## config.mk

```make
export PLATFORM = sky130hd
export DESIGN_NAME = dtmf_burst_gen
export DESIGN_NICKNAME = d
export VERILOG_FILES = /design/src/rtl/dtmf_pkg.sv /design/src/rtl/tone_step_osc.sv /design/src/rtl/burst_ctrl.sv /design/src/rtl/dtmf_burst_gen.sv
export SDC_FILE = /design/constraint.sdc
export NUM_CORES = 1
export LEC_CHECK = 0
export BUFFER_PORTS_ARGS = -buffer_cell sky130_fd_sc_hd__buf_2
export CORE_MARGIN = 2
export CORE_UTILIZATION = 55
export DETAILED_ROUTE_END_ITERATION = 8
export PLACE_DENSITY = 0.84
export SETUP_SLACK_MARGIN = 0.2
export SYNTH_ARGS = -nofsm -noshare
export SYNTH_HDL_FRONTEND = slang
export SYNTH_SLANG_ARGS = --single-unit
```

## constraint.sdc

```tcl
create_clock -name clk -period 16.2 [get_ports clk]
set_input_delay 1.62 -clock clk [delete_from_list [all_inputs] [get_ports clk]]
set_output_delay 1.62 -clock clk [all_outputs]
set_load 0.005 [all_outputs]
```

## src/rtl/dtmf_pkg.sv

```systemverilog
package dtmf_pkg;

    localparam int SAMP_W = 8;
    localparam int DIV_W  = 8;

    typedef enum logic [1:0] {
        ST_IDLE,
        ST_CONT,
        ST_TONE,
        ST_PAUSE
    } burst_state_e;

    // keypad code -> {row, col}
    function automatic logic [3:0] key_rowcol(input logic [3:0] code);
        logic [1:0] r;
        logic [1:0] c;
        int         n;
        n = int'(code);
        if (n >= 1 && n <= 9) begin
            r = 2'((n - 1) / 3);
            c = 2'((n - 1) % 3);
        end else if (n >= 13) begin
            r = 2'(n - 13);
            c = 2'd3;
        end else begin
            r = 2'd3;
            unique case (code)
                4'd10:   c = 2'd1;
                4'd11:   c = 2'd0;
                4'd12:   c = 2'd2;
                default: c = 2'd3;
            endcase
        end
        return {r, c};
    endfunction

    function automatic logic [DIV_W-1:0] row_div(input logic [1:0] r);
        unique case (r)
            2'd0: return DIV_W'(160);
            2'd1: return DIV_W'(146);
            2'd2: return DIV_W'(132);
            default: return DIV_W'(118);
        endcase
    endfunction

    function automatic logic [DIV_W-1:0] col_div(input logic [1:0] c);
        unique case (c)
            2'd0: return DIV_W'(92);
            2'd1: return DIV_W'(84);
            2'd2: return DIV_W'(76);
            default: return DIV_W'(68);
        endcase
    endfunction

    // 32-step sine, quarter wave mirrored
    function automatic logic signed [SAMP_W-1:0] sine32(input logic [4:0] k);
        logic [3:0]        idx;
        logic [SAMP_W-1:0] mag;
        idx = k[3] ? (4'd8 - {1'b0, k[2:0]}) : {1'b0, k[2:0]};
        unique case (idx)
            4'd0: mag = 8'd0;
            4'd1: mag = 8'd25;
            4'd2: mag = 8'd49;
            4'd3: mag = 8'd71;
            4'd4: mag = 8'd90;
            4'd5: mag = 8'd106;
            4'd6: mag = 8'd117;
            4'd7: mag = 8'd125;
            default: mag = 8'd127;
        endcase
        return k[4] ? -$signed(mag) : $signed(mag);
    endfunction

endpackage

```

## src/rtl/tone_step_osc.sv

```systemverilog
module tone_step_osc
    import dtmf_pkg::*;
(
    input  logic                     clk,
    input  logic                     rst_n,
    input  logic                     en,
    input  logic [DIV_W-1:0]         div,
    output logic signed [SAMP_W-1:0] sample,
    output logic                     step
);

    logic [DIV_W-1:0] cnt_q;
    logic [4:0]       phase_q;

    always_ff @(posedge clk) begin
        if (!rst_n || !en) begin
            cnt_q   <= '0;
            phase_q <= '0;
            step    <= 1'b0;
        end else if (cnt_q >= div - 1'b1) begin
            cnt_q   <= '0;
            phase_q <= phase_q + 5'd1;
            step    <= 1'b1;
        end else begin
            cnt_q   <= cnt_q + 1'b1;
            step    <= 1'b0;
        end
    end

    assign sample = sine32(phase_q);

    p_phase_reset_r3: assert property (@(posedge clk) disable iff (!rst_n)
        !en |=> (phase_q == 5'd0 && sample == '0));

    p_step_advance_r2: assert property (@(posedge clk) disable iff (!rst_n)
        (step && $past(en)) |-> (phase_q == $past(phase_q) + 5'd1));

endmodule

```

## src/rtl/burst_ctrl.sv

```systemverilog
module burst_ctrl
    import dtmf_pkg::*;
#(
    parameter int BURST_CLKS = 178977
) (
    input  logic       clk,
    input  logic       rst_n,
    input  logic [3:0] key_code,
    input  logic       key_wr,
    input  logic       burst_mode,
    input  logic       long_burst,
    input  logic       tx_en,
    output logic [3:0] code,
    output logic       tone_on,
    output logic       tx_empty
);

    localparam int LONG_CLKS = 2 * BURST_CLKS;
    localparam int CNT_W     = $clog2(LONG_CLKS + 1);

    burst_state_e     state_q, state_d;
    logic [CNT_W-1:0] cnt_q, lim_q, start_lim;
    logic [3:0]       code_q, pend_code_q;
    logic             pend_q, empty_q;
    logic             wr_burst, last;

    assign wr_burst  = key_wr && burst_mode;
    assign last      = (cnt_q == lim_q - 1'b1);
    assign start_lim = long_burst ? CNT_W'(LONG_CLKS) : CNT_W'(BURST_CLKS);

    // state register
    always_ff @(posedge clk) begin
        if (!rst_n) state_q <= ST_IDLE;
        else        state_q <= state_d;
    end

    // next state
    always_comb begin
        state_d = state_q;
        unique case (state_q)
            ST_IDLE:  if (wr_burst)                  state_d = ST_TONE;
                      else if (!burst_mode && tx_en) state_d = ST_CONT;
            ST_CONT:  if (burst_mode || !tx_en)      state_d = ST_IDLE;
            ST_TONE:  if (last)                      state_d = ST_PAUSE;
            ST_PAUSE: if (last)                      state_d = (pend_q || key_wr) ? ST_TONE : ST_IDLE;
            default:                                 state_d = ST_IDLE;
        endcase
    end

    // timers, key holding, empty flag
    always_ff @(posedge clk) begin
        if (!rst_n) begin
            cnt_q       <= '0;
            lim_q       <= CNT_W'(BURST_CLKS);
            code_q      <= '0;
            pend_code_q <= '0;
            pend_q      <= 1'b0;
            empty_q     <= 1'b1;
        end else begin
            if (state_q != state_d)
                cnt_q <= '0;
            else if (state_q == ST_TONE || state_q == ST_PAUSE)
                cnt_q <= cnt_q + 1'b1;

            unique case (state_q)
                ST_IDLE: begin
                    if (key_wr) code_q <= key_code;
                    if (wr_burst) begin
                        lim_q   <= start_lim;
                        empty_q <= 1'b0;
                    end
                end
                ST_CONT: begin
                    if (key_wr) code_q <= key_code;
                end
                ST_TONE: begin
                    if (key_wr) begin
                        pend_code_q <= key_code;
                        pend_q      <= 1'b1;
                        empty_q     <= 1'b0;
                    end
                end
                ST_PAUSE: begin
                    if (last) begin
                        if (key_wr || pend_q) begin
                            code_q <= key_wr ? key_code : pend_code_q;
                            pend_q <= 1'b0;
                            lim_q  <= start_lim;
                        end else begin
                            empty_q <= 1'b1;
                        end
                    end else if (key_wr) begin
                        pend_code_q <= key_code;
                        pend_q      <= 1'b1;
                        empty_q     <= 1'b0;
                    end
                end
                default: ;
            endcase
        end
    end

    // outputs
    always_comb begin
        tone_on  = (state_q == ST_TONE) || (state_q == ST_CONT);
        tx_empty = empty_q;
        code     = code_q;
    end

    p_count_in_window_r4: assert property (@(posedge clk) disable iff (!rst_n)
        (state_q == ST_TONE || state_q == ST_PAUSE) |-> (cnt_q < lim_q));

    p_write_starts_r4: assert property (@(posedge clk) disable iff (!rst_n)
        (state_q == ST_IDLE && wr_burst) |=> (tone_on && !tx_empty));

    p_empty_after_pause_r6: assert property (@(posedge clk) disable iff (!rst_n)
        $rose(tx_empty) |-> ($past(state_q) == ST_PAUSE && state_q == ST_IDLE));

    p_cont_stops_r8: assert property (@(posedge clk) disable iff (!rst_n)
        (state_q == ST_CONT && !tx_en) |=> !tone_on);

    p_held_key_restarts_r7: assert property (@(posedge clk) disable iff (!rst_n)
        (state_q == ST_PAUSE && last && pend_q) |=> (tone_on && !tx_empty));

endmodule

```

## src/rtl/dtmf_burst_gen.sv

```systemverilog
module dtmf_burst_gen
    import dtmf_pkg::*;
#(
    parameter int BURST_CLKS = 178977
) (
    input  logic                     clk,
    input  logic                     rst_n,
    input  logic [3:0]               key_code,
    input  logic                     key_wr,
    input  logic                     burst_mode,
    input  logic                     long_burst,
    input  logic                     tx_en,
    output logic signed [SAMP_W-1:0] low_sample,
    output logic signed [SAMP_W-1:0] high_sample,
    output logic                     low_step,
    output logic                     high_step,
    output logic                     tone_on,
    output logic                     tx_empty
);

    logic [3:0]       act_code;
    logic [3:0]       rowcol;
    logic [DIV_W-1:0] low_div, high_div;

    burst_ctrl #(.BURST_CLKS(BURST_CLKS)) u_ctrl (
        .clk        (clk),
        .rst_n      (rst_n),
        .key_code   (key_code),
        .key_wr     (key_wr),
        .burst_mode (burst_mode),
        .long_burst (long_burst),
        .tx_en      (tx_en),
        .code       (act_code),
        .tone_on    (tone_on),
        .tx_empty   (tx_empty)
    );

    always_comb begin
        rowcol   = key_rowcol(act_code);
        low_div  = row_div(rowcol[3:2]);
        high_div = col_div(rowcol[1:0]);
    end

    tone_step_osc u_low (
        .clk    (clk),
        .rst_n  (rst_n),
        .en     (tone_on),
        .div    (low_div),
        .sample (low_sample),
        .step   (low_step)
    );

    tone_step_osc u_high (
        .clk    (clk),
        .rst_n  (rst_n),
        .en     (tone_on),
        .div    (high_div),
        .sample (high_sample),
        .step   (high_step)
    );

    p_silent_zero_r3: assert property (@(posedge clk) disable iff (!rst_n)
        $fell(tone_on) |=> (low_sample == '0 && high_sample == '0));

endmodule

```

==> key figures, run 1 <==
Outcome
  • Status: finished clean

Setup path
  • Reg2Reg Setup Slack: 9.96 ns
  • Crit path capture type: flop
  • Kind of critical path: reg -> reg
  • CP dominant cell by count: ha_1
  • CP arrival: 6.50 ns
  • CP max stage delay: 0.58 ns
  • CP Cell Sequence: inv_1 -> ha_1 -> nand2b_1 -> a21oi_1 -> or2_2 -> ha_1 -> xor2_1 -> ha_1 -> o21bai_1 -> xor2_1 -> ha_1 -> a211oi_1 -> a32oi_2 -> mux2i_1 -> o311a_1 -> ha_1 -> ha_1 -> a21o_1 -> a21o_1 -> a211oi_1 -> o21a_1 -> nand2_1 -> nor2_1
  • Critical Path RT: 16.46 ns
  • CP max-delay cell: dfxtp_1
  • CP Max Fanout: 12
  • FF-to-FF path depth: 23
  • Startpoint Class: flop

Drt
  • Vias per inst: 5.79
  • WL final: 9.85 mm
  • DRC: 0
  • Detailed Routing Iterations Pass 1: 5
  • Iter 0 DRT Violations: 181
  • ANT nets after route: 0
  • DR vias: 4,122
  • WL/cell: 13.8 um

Layout
  • Fillers: 747
  • Fraction of layout cells with a size suffix above 1: 13.2%
  • Multi-input logic area: 3270 sq um
  • Total Nets Final: 658
  • Final core occ: 60.0%
  • P&R area growth vs syn: 7.77%
  • Finished Cell Area: 5150 sq um
  • Register area: 1220 sq um
  • Inserted Diodes: 0

Synthesis
  • Ys flop type: dfxtp_1
  • Yosys cell types: 69
  • Synthesized area per cell: 8.26 sq um
  • Number of flops mapped to enable cells by yosys: 0
  • Post-synth top area share: 25.5%
  • Synthesized Nets: 638
  • Post-synth top cells: 75 x nor2_1, 61 x dfxtp_1, 55 x nand2_1
  • Seq cells post-synth: 61
  • Post-synth top area cell: dfxtp_1
  • Synth top area cells: dfxtp_1 26%, ha_1 13%, nor2_1 5.9%, xor2_1 5.7%, nand2_1 4.3%
  • Async SR Flop Fraction: 0%
  • Synth Instances: 579
  • YS warnings: 0
  • Area of the mapped netlist: 4780 sq um
  • Count leader, synth: nor2_1
  • Post-synthesis sequential area ratio: 25.5%

Power
  • Comb power frac: 48.0%
  • Int Pwr: 0.000411 W
  • Seq pwr share: 25.8%
  • Total power: 0.000676 W
  • Lkg Pwr: 2.23 nW
  • Power Density: 131 nW/um^2
  • Peak VDD IR: 0.0669 mV
  • Clk network pwr share: 26.2%
  • Sw frac: 39.1%
  • Net switching power: 0.000264 W

Floorplanning
  • Chip height: 97.3 um
  • Die area: 9460 sq um
  • Core footprint: 8590 sq um
  • Initial Util: 55.7%
  • Width of the chip: 97.3 um
  • I/O pins: 30
  • Row count: 34

STA
  • Final setup TNS: 0 ns
  • Final period utilization: 38.5%
  • Clk_skew: 0.00601 ns
  • Final Slew Violations: 0
  • Hold Vio Cnt, Final: 0
  • RSZ-0062 raised after global routing: no
  • Minimum clock period: 6.24 ns
  • Count of final setup violators: 0
  • Setup ws final: 9.96 ns
  • Worst-Margin Slew: 0.777 ns
  • Max_slew headroom: 47.5%
  • F_max: 160 MHz

Global routing
  • Number of global-route vias before repair: 3,998
  • Global-route layer with the greatest usage: met2
  • Grt met2 use: 39.0%
  • GRT met3 Usage: 3.96%
  • Pin count of the biggest net entering global routing: 20
  • Gr ovfl total: 0
  • Antenna violations before repair: 0
  • Met1 usage: 24.8%
  • First-pass GRT wire length: 17.1 mm
  • Overall routing resource usage: 21.2%

Placed design
  • Routability cong.: 0.884
  • Post-DP HPWL: 7.34 mm
  • Pre-CTS setup slack: 10.07 ns
  • Port Buffers: 29
  • DP Area: 4900 sq um

Min path
  • Worst hold path type: reg -> reg
  • Worst Hold Depth: 1

Clock tree
  • CTS Hold Bufs: 0
  • Worst-path clk slew: 0.07 ns
  • H-tree levels: 3
  • Clk root buf: clkbuf_8
  • Clock Tree Buf Depth: 2
  • CTS resizes: 0
  • Clk sinks: 61
  • CTS Buf Count: 9
  • Later-pin clock latency in the skew report: 0.34 ns
  • CTS tree: built
  • # Post-CTS Setup Buffers: 0

Flow run
  • Max-cap violations: 0
power by group through the flow:
stage	logic, W	registers [W]	clock network, W
after floorplan	0.000274	0.000170	0
after global placement	0.000299	0.000176	0
after detailed placement	0.000316	0.000177	0
after CTS	0.000319	0.000174	0.000180
after global routing	0.000365	0.000176	0.000185
final	0.000324	0.000174	0.000177
final timing paths:
kind                                       from               to
worst max-delay path             u_ctrl.code[0]   u_low.cnt_q[6]
worst min-delay path            u_high.cnt_q[0]  u_high.cnt_q[0]
worst max register to register   u_ctrl.code[0]   u_low.cnt_q[6]
worst min register to register  u_high.cnt_q[0]  u_high.cnt_q[0]
worst max-delay path, delay by kind of cell, from the launching register on:
kind            cells  cell delay [ns]
compound gates      9             2.08
xor+xnor            2             0.40
fa+ha+maj           6             1.74
buf+inv             1             0.20
flops               1             0.58
mux                 1             0.22
simple gates        4             0.95
logic make-up after synthesis:
family                   after synthesis  share of synthesized area [%]
AO/OA/AOI/OAI                        109                           15.8
XOR/XNOR                              50                           9.16
adder cells (fa/ha/maj)               49                           12.8
buffers and inverters                 54                           6.17
flip-flops                            61                           25.5
multiplexers                          27                           6.07
other                                  1                         0.0784
AND/OR/NAND/NOR                      228                           24.4
placed cells by master, fill, tap and decap left out, types with 11 or more instances in the layout:
cell and count:
nand2b_1 11, nand3_1 21, xor2_1 31, a21oi_1 25, buf_2 29, o21ai_0 21, nand2_1 55, mux2i_1 20
ha_1 49, nor2_1 75, nand4_1 11, inv_1 33, xnor2_1 19, dfxtp_1 61
through the flow:
stage                     std cells  hold WS (ns)
after floorplan                 579         0.413
after global placement          696         0.426
after detailed placement        696         0.437
after CTS                       712         0.453
after global routing            712         0.483
final                           712         0.448
state kept, by name, indices dropped and copies added, names as in the netlist, 2 cells and up:
register / count
u_ctrl.code: 4
u_ctrl.pend_code_q: 4
u_high.phase_q: 5
u_ctrl.state_q: 2
u_low.phase_q: 5
u_ctrl.cnt_q: 19
u_low.cnt_q: 8
u_high.cnt_q: 8
u_ctrl.lim_q: 2
routing by layer:
| metal | share of wire, % | vias to the layer above |
|---|---|---|
| li1 | - | 2056 |
| met1 | 43 | 1973 |
| met2 | 52 | 80 |
| met3 | 3.1 | 13 |
| met4 | 1.4 | 0 |
| met5 | 0 | - |
area by class of cell:
type,instances,share of cell area (%)
well taps,108,2.62
inverters,33,2.40
flip-flops and latches,61,23.7
multi-input cells,464,63.4
repair buffers,30,2.96
clock inverters,4,2.33
clock buffers,12,2.62
No activity file was read; power rests on OpenSTA's default activity.
==> run 2, diff against run 1 <==
- clock period: 16.2 -> 6.2 ns (I/O delays scaled with it)
==> run 2 against run 1 <==
Compared with the run above:
- sequential power increased to 2.6 times the previous value
- core utilization fell by 0.50 points
- via count unchanged
- register-to-register slack got worse by 9.3 ns
- critical path depth up 1
- flip-flop and latch count unchanged
- count of clock-buffer cells in the layout shrank 3
- clock skew is 0.0034 ns higher
- global-route usage down 0.34 points
- maximum frequency increased by 12%
- power grew 140%
- critical path type unchanged
- largest power group unchanged
- highest routed layer unchanged
==> key figures, run 2 (synthesis results as in run 1) <==
Layout
  • Fraction of layout cells with a size suffix above 1: 15.3% (+2.1 points)
  • Inserted Diodes: 0 (unchanged)
  • Most frequent cells in the layout: 75 x nor2_1, 60 x dfxtp_1, 55 x nand2_1
  • Commonest non-fill, non-tap cell in the layout: nor2_1
  • Fillers: 753 (+0.80%)
  • Multi-input logic area: 3300 sq um (+1.1%)
  • P&R area growth vs syn: 6.88%
  • Total Nets Final: 660 (+0.30%)
  • Max FFs per register: 19 (unchanged)
  • Most flop-heavy register: u_ctrl.cnt_q
  • Register area: 1220 sq um (+0.31%)
  • Top Registers: u_ctrl.cnt_q: 19 flops, u_high.cnt_q: 8 flops, u_low.cnt_q: 8 flops

Power
  • Power Density: 317 nW/um^2 (+140%)
  • Lkg Pwr: 2.19 nW (-1.6%)
  • Peak VDD IR: 0.216 mV (+220%)

Drt
  • DRC: 0 (unchanged)
  • ANT nets after route: 0 (unchanged)
  • WL/cell: 13.7 um (-0.64%)
  • WL final: 9.81 mm (-0.37%)
  • DR vias: 4,122 (unchanged)
  • Vias per inst: 5.77 (-0.28%)
  • Detailed Routing Iterations Pass 1: 5 (unchanged)
  • Iter 0 DRT Violations: 144 (-20%)

Floorplanning
  • Die area: 9460 sq um (unchanged)
  • Initial Util: 55.7% (unchanged)
  • Row count: 34 (unchanged)
  • Core footprint: 8590 sq um (unchanged)
  • I/O pins: 30 (unchanged)
  • Chip height: 97.3 um (unchanged)
  • Width of the chip: 97.3 um (unchanged)

STA
  • F_max: 180 MHz (+12%)
  • Clk_skew: 0.00945 ns (+0.00344 ns)
  • Hold Vio Cnt, Final: 0 (unchanged)
  • Final period utilization: 89.5% (+51 points)
  • Minimum clock period: 5.55 ns (-0.693 ns)
  • Worst-Margin Slew: 0.750 ns (-0.0267 ns)
  • Max_slew headroom: 49.3% (+1.8 points)
  • Count of final setup violators: 0 (unchanged)
  • Fin Hold WS: 0.453 ns (+0.00523 ns)
  • Final Slew Violations: 0 (unchanged)
  • Final setup TNS: 0 ns (unchanged)
  • RSZ-0062 raised after global routing: no

Global routing
  • Gr ovfl total: 0 (unchanged)
  • Pin count of the biggest net entering global routing: 20 (unchanged)
  • Antenna violations before repair: 0 (unchanged)
  • First-pass GRT wire length: 16.9 mm (-1.5%)
  • Number of global-route vias before repair: 3,945 (-1.3%)
  • Overall routing resource usage: 20.9% (-0.34 points)

Placed design
  • Post-DP HPWL: 7.36 mm (+0.29%)
  • Routability cong.: 0.884 (about the same)
  • Port Buffers: 29 (unchanged)

Clock tree
  • Clk sinks: 61 (unchanged)
  • H-tree levels: 3 (unchanged)
  • Clk root buf: clkbuf_8
  • CTS Buf Count: 9 (unchanged)
  • Clock Tree Buf Depth: 2 (unchanged)
  • Later-pin clock latency in the skew report: 0.34 ns (about the same)
  • CTS tree: built
  • Worst-path clk slew: 0.07 ns (about the same)

Flow run
  • Max-cap violations: 0 (unchanged)

Setup path
  • Crit path capture type: flop
  • Critical Path RT: 6.41 ns (-10.05 ns)
  • Kind of critical path: reg -> reg
  • Startpoint Class: flop
  • CP arrival: 5.76 ns (-0.74 ns)
  • CP Max Fanout: 12 (unchanged)

Outcome
  • Status: finished clean

Min path
  • Worst hold path type: reg -> reg
[run 2: final cells by class]
cell class	instances	share of cell area (%)
Timing Repair Buffer	31	3.13
Clock inverter	7	0.832
Tap cell	108	2.64
Multi-Input combinational cell	465	64.6
Clock buffer	9	2.42
Sequential cell	61	24.0
Inverter	33	2.42
[run 2: path summary, 6_finish.rpt]
kind,slack (ns),from,endpoint,cells after the start
worst min-delay path,0.45,u_high.cnt_q[0],u_high.cnt_q[0],1
worst max-delay path,0.65,u_ctrl.code[0],u_low.phase_q[0],24
worst max register to register,0.65,u_ctrl.code[0],u_low.phase_q[0],24
worst min register to register,0.45,u_high.cnt_q[0],u_high.cnt_q[0],1
[run 2: routing by layer]
metal	wire length [um]	GRT usage, %
met1	4300	24.4
met2	5110	38.0
met3	266	4.03
met4	139	7.37
met5	0	0
[run 2: critical path: stages (launching register included)]
cell      delay (ns)
dfxtp_4         0.39
inv_1           0.16
ha_2            0.33
nand2b_1        0.15
a21oi_2         0.28
or2_2           0.17
ha_2            0.26
xor2_1          0.19
ha_1            0.31
o21bai_2        0.23
xor2_1          0.18
ha_1            0.21
a211oi_2        0.06
a32oi_2         0.31
mux2i_1         0.26
o311a_1         0.24
ha_1            0.25
ha_1            0.27
a21o_1          0.15
a21o_1          0.18
a211oi_2        0.27
o21a_2          0.23
buf_4           0.13
xnor2_1         0.14
nor2_1          0.06
[run 2: what timing repair did]
item,4_1_cts,5_1_grt
hold buffers,0,0
buffers inserted,0,1
setup endpoints to repair,12,20
gates resized for setup,2,8
hold endpoints to repair,0,0
gates cloned,0,1
[run 2: power breakdown]
group / switching, W / leakage [nW] / internal (W) / total, W
Sequential: 0.0000389 / 0.495 / 0.000417 / 0.000456
Clock: 0.000161 / 0.0808 / 0.000142 / 0.000303
Combinational: 0.000503 / 1.62 / 0.000360 / 0.000863
[run 2: through the flow]
stage | power, W | instance area [sq um] | setup slack, ns | utilization, % | cells
6_report | 0.00162 | 5110 | 0.652 | 59.5 | 714
5_1_grt | 0.00176 | 5110 | 0.258 | 59.5 | 714
4_1_cts | 0.00160 | 5070 | 0.310 | 59.0 | 712
3_5_place_dp | 0.00129 | 4900 | 0.0716 | 57.0 | 696
3_3_place_gp | 0.00124 | 4900 | 0.493 | 57.0 | 696
2_1_floorplan | 0.00116 | 4780 | 0.850 | - | 579
==> run 3, diff against run 2 <==
- CORE_UTILIZATION: 55 -> 60
- CTS_CLUSTER_SIZE: not set -> 8
- PLACE_DENSITY: 0.84 -> 0.9
==> run 3 against run 2 <==
Compared with the run above:
- sequential share of layout area fell by 0.10 points
- via count rose by 0.53%
- hold slack improved by 0.0044 ns
- core utilization rose by 6.8 points
- cell count fell by 1.1%
- non-clock buffer count fell by 1
==> key figures, run 3 (synthesis results as in run 1) <==
STA
  • Count of final setup violators: 0 (unchanged)
  • RSZ-0062 raised after global routing: no
  • Hold Vio Cnt, Final: 0 (unchanged)
  • Worst-Margin Slew: 0.821 ns (+0.0711 ns)
  • Max_slew headroom: 44.5% (-4.8 points)
  • Final period utilization: 90.7% (+1.2 points)
  • Minimum clock period: 5.62 ns (+0.0735 ns)
  • F_max: 178 MHz (-1.3%)
  • Final setup TNS: 0 ns (unchanged)
  • Fin Hold WS: 0.457 ns (+0.00444 ns)
  • Final Slew Violations: 0 (unchanged)
  • Clk_skew: 0.0157 ns (+0.00626 ns)

Min path
  • Worst hold path type: reg -> reg

Drt
  • WL/cell: 14.0 um (+2.2%)
  • DR vias: 4,144 (+0.53%)
  • WL final: 9.91 mm (+1.0%)
  • Detailed Routing Iterations Pass 1: 4 (-1)
  • ANT nets after route: 0 (unchanged)
  • Vias per inst: 5.87 (+1.7%)
  • Iter 0 DRT Violations: 168 (+17%)
  • DRC: 0 (unchanged)

Setup path
  • Critical Path RT: 6.48 ns (+0.07 ns)
  • Crit path capture type: flop
  • Startpoint Class: flop
  • Kind of critical path: reg -> reg
  • CP Max Fanout: 12 (unchanged)
  • CP arrival: 5.90 ns (+0.14 ns)

Layout
  • Commonest non-fill, non-tap cell in the layout: nor2_1
  • Most frequent cells in the layout: 75 x nor2_1, 60 x dfxtp_1, 55 x nand2_1
  • Multi-input logic area: 3290 sq um (-0.23%)
  • Fraction of layout cells with a size suffix above 1: 14.6% (-0.78 points)
  • Max FFs per register: 19 (unchanged)
  • Register area: 1220 sq um (-0.20%)
  • Total Nets Final: 658 (-0.30%)
  • Inserted Diodes: 0 (unchanged)
  • Fillers: 588 (-22%)
  • P&R area growth vs syn: 7.11%
  • Most flop-heavy register: u_ctrl.cnt_q
  • Top Registers: u_ctrl.cnt_q: 19 flops, u_high.cnt_q: 8 flops, u_low.cnt_q: 8 flops

Clock tree
  • CTS tree: built
  • CTS Hold Bufs: 0 (unchanged)
  • CTS resizes: 2 (unchanged)
  • Later-pin clock latency in the skew report: 0.35 ns (about the same)
  • # Post-CTS Setup Buffers: 0 (unchanged)
  • Worst-path clk slew: 0.08 ns (about the same)
  • CTS Buf Count: 9 (unchanged)
  • Clk sinks: 61 (unchanged)
  • Clk root buf: clkbuf_8
  • H-tree levels: 3 (unchanged)
  • Clock Tree Buf Depth: 2 (unchanged)

Global routing
  • Pin count of the biggest net entering global routing: 20 (unchanged)
  • First-pass GRT wire length: 17.0 mm (+0.82%)
  • Overall routing resource usage: 23.7% (+2.8 points)
  • Antenna violations before repair: 0 (unchanged)
  • Gr ovfl total: 0 (unchanged)
  • Number of global-route vias before repair: 3,947 (+0.051%)

Flow run
  • Max-cap violations: 0 (unchanged)

Floorplanning
  • Die area: 8700 sq um (-8.0%)
  • Row count: 32 (-5.9%)
  • Width of the chip: 93.3 um (-4.1%)
  • Initial Util: 61.9% (+6.2 points)
  • Chip height: 93.3 um (-4.1%)
  • Core footprint: 7730 sq um (-10%)
  • I/O pins: 30 (unchanged)

Power
  • Int Pwr: 0.000987 W (+7.5%)
  • Peak VDD IR: 0.162 mV (-25%)
  • Clk network pwr share: 21.5% (+2.8 points)
  • Sw frac: 41.6% (-1.8 points)
  • Comb power frac: 51.6% (-1.6 points)
  • Seq pwr share: 27.0% (-1.1 points)
  • Lkg Pwr: 2.21 nW (+0.81%)
  • Net switching power: 0.000703 W (about the same)
  • Total power: 0.00169 W (+4.2%)
  • Power Density: 330 nW/um^2 (+4.0%)

Placed design
  • Routability cong.: 0.879 (-0.54%)
  • Post-DP HPWL: 7.22 mm (-1.9%)
  • Port Buffers: 29 (unchanged)

Outcome
  • Status: finished clean
[run 3: layout make-up]
class | instances | area share [%]
clock inverter | 3 | 0.855
sequential | 61 | 23.9
multi-input combinational | 464 | 64.3
timing repair buffer | 30 | 2.98
clock buffer | 13 | 3.10
inverter | 33 | 2.42
tap | 102 | 2.49
[run 3: stage by stage]
| step | worst slack [ns] | util [%] | cells | area [sq um] |
|---|---|---|---|---|
| global route | 0.221 | 66.3 | 706 | 5120 |
| finish | 0.579 | 66.3 | 706 | 5120 |
| floorplan | 0.850 | - | 579 | 4780 |
| detailed placement | 0.0869 | 63.3 | 690 | 4890 |
| CTS | 0.271 | 66.0 | 706 | 5100 |
| global placement | 0.502 | 63.3 | 690 | 4890 |
[run 3: power by group through the flow]
stage / clock network [W] / logic, W / registers [W]
after CTS: 0.000367 / 0.000846 / 0.000454
after global placement: 0 / 0.000776 / 0.000461
after detailed placement: 0 / 0.000830 / 0.000462
final: 0.000363 / 0.000871 / 0.000456
after global routing: 0.000385 / 0.000972 / 0.000462
after floorplan: 0 / 0.000716 / 0.000444
[run 3: metal layers]
metal	routed length, um	GRT usage (%)	share of wire, %	up-vias
li1	-	-	-	2065
met1	4250	28.0	43	1953
met2	5100	41.2	51	103
met3	369	6.04	3.7	23
met4	197	8.82	2.0	0
met5	0	0	0	-
[run 3: path summary, 6_finish.rpt]
check | slack (ns) | startpoint | to | depth (start not counted)
max | 0.58 | u_ctrl.code[0] | u_low.cnt_q[2] | 23
max reg2reg | 0.58 | u_ctrl.code[0] | u_low.cnt_q[2] | 23
min reg2reg | 0.46 | u_high.cnt_q[0] | u_high.cnt_q[0] | 1
min | 0.46 | u_high.cnt_q[0] | u_high.cnt_q[0] | 1
[run 3: worst max-delay path, stage by stage, from the launching register on]
cell	delay, ns
dfxtp_2	0.46
inv_1	0.18
ha_4	0.24
nand2b_1	0.16
a21oi_2	0.12
or2_2	0.31
ha_1	0.30
xor2_1	0.20
ha_2	0.24
o21bai_2	0.26
xor2_1	0.18
ha_1	0.23
a211oi_1	0.25
a32oi_2	0.21
mux2i_1	0.24
o311a_1	0.26
ha_1	0.25
ha_1	0.28
a21o_1	0.16
a21o_1	0.17
a211oi_1	0.23
o21a_2	0.27
nand2_1	0.20
nor2_1	0.17
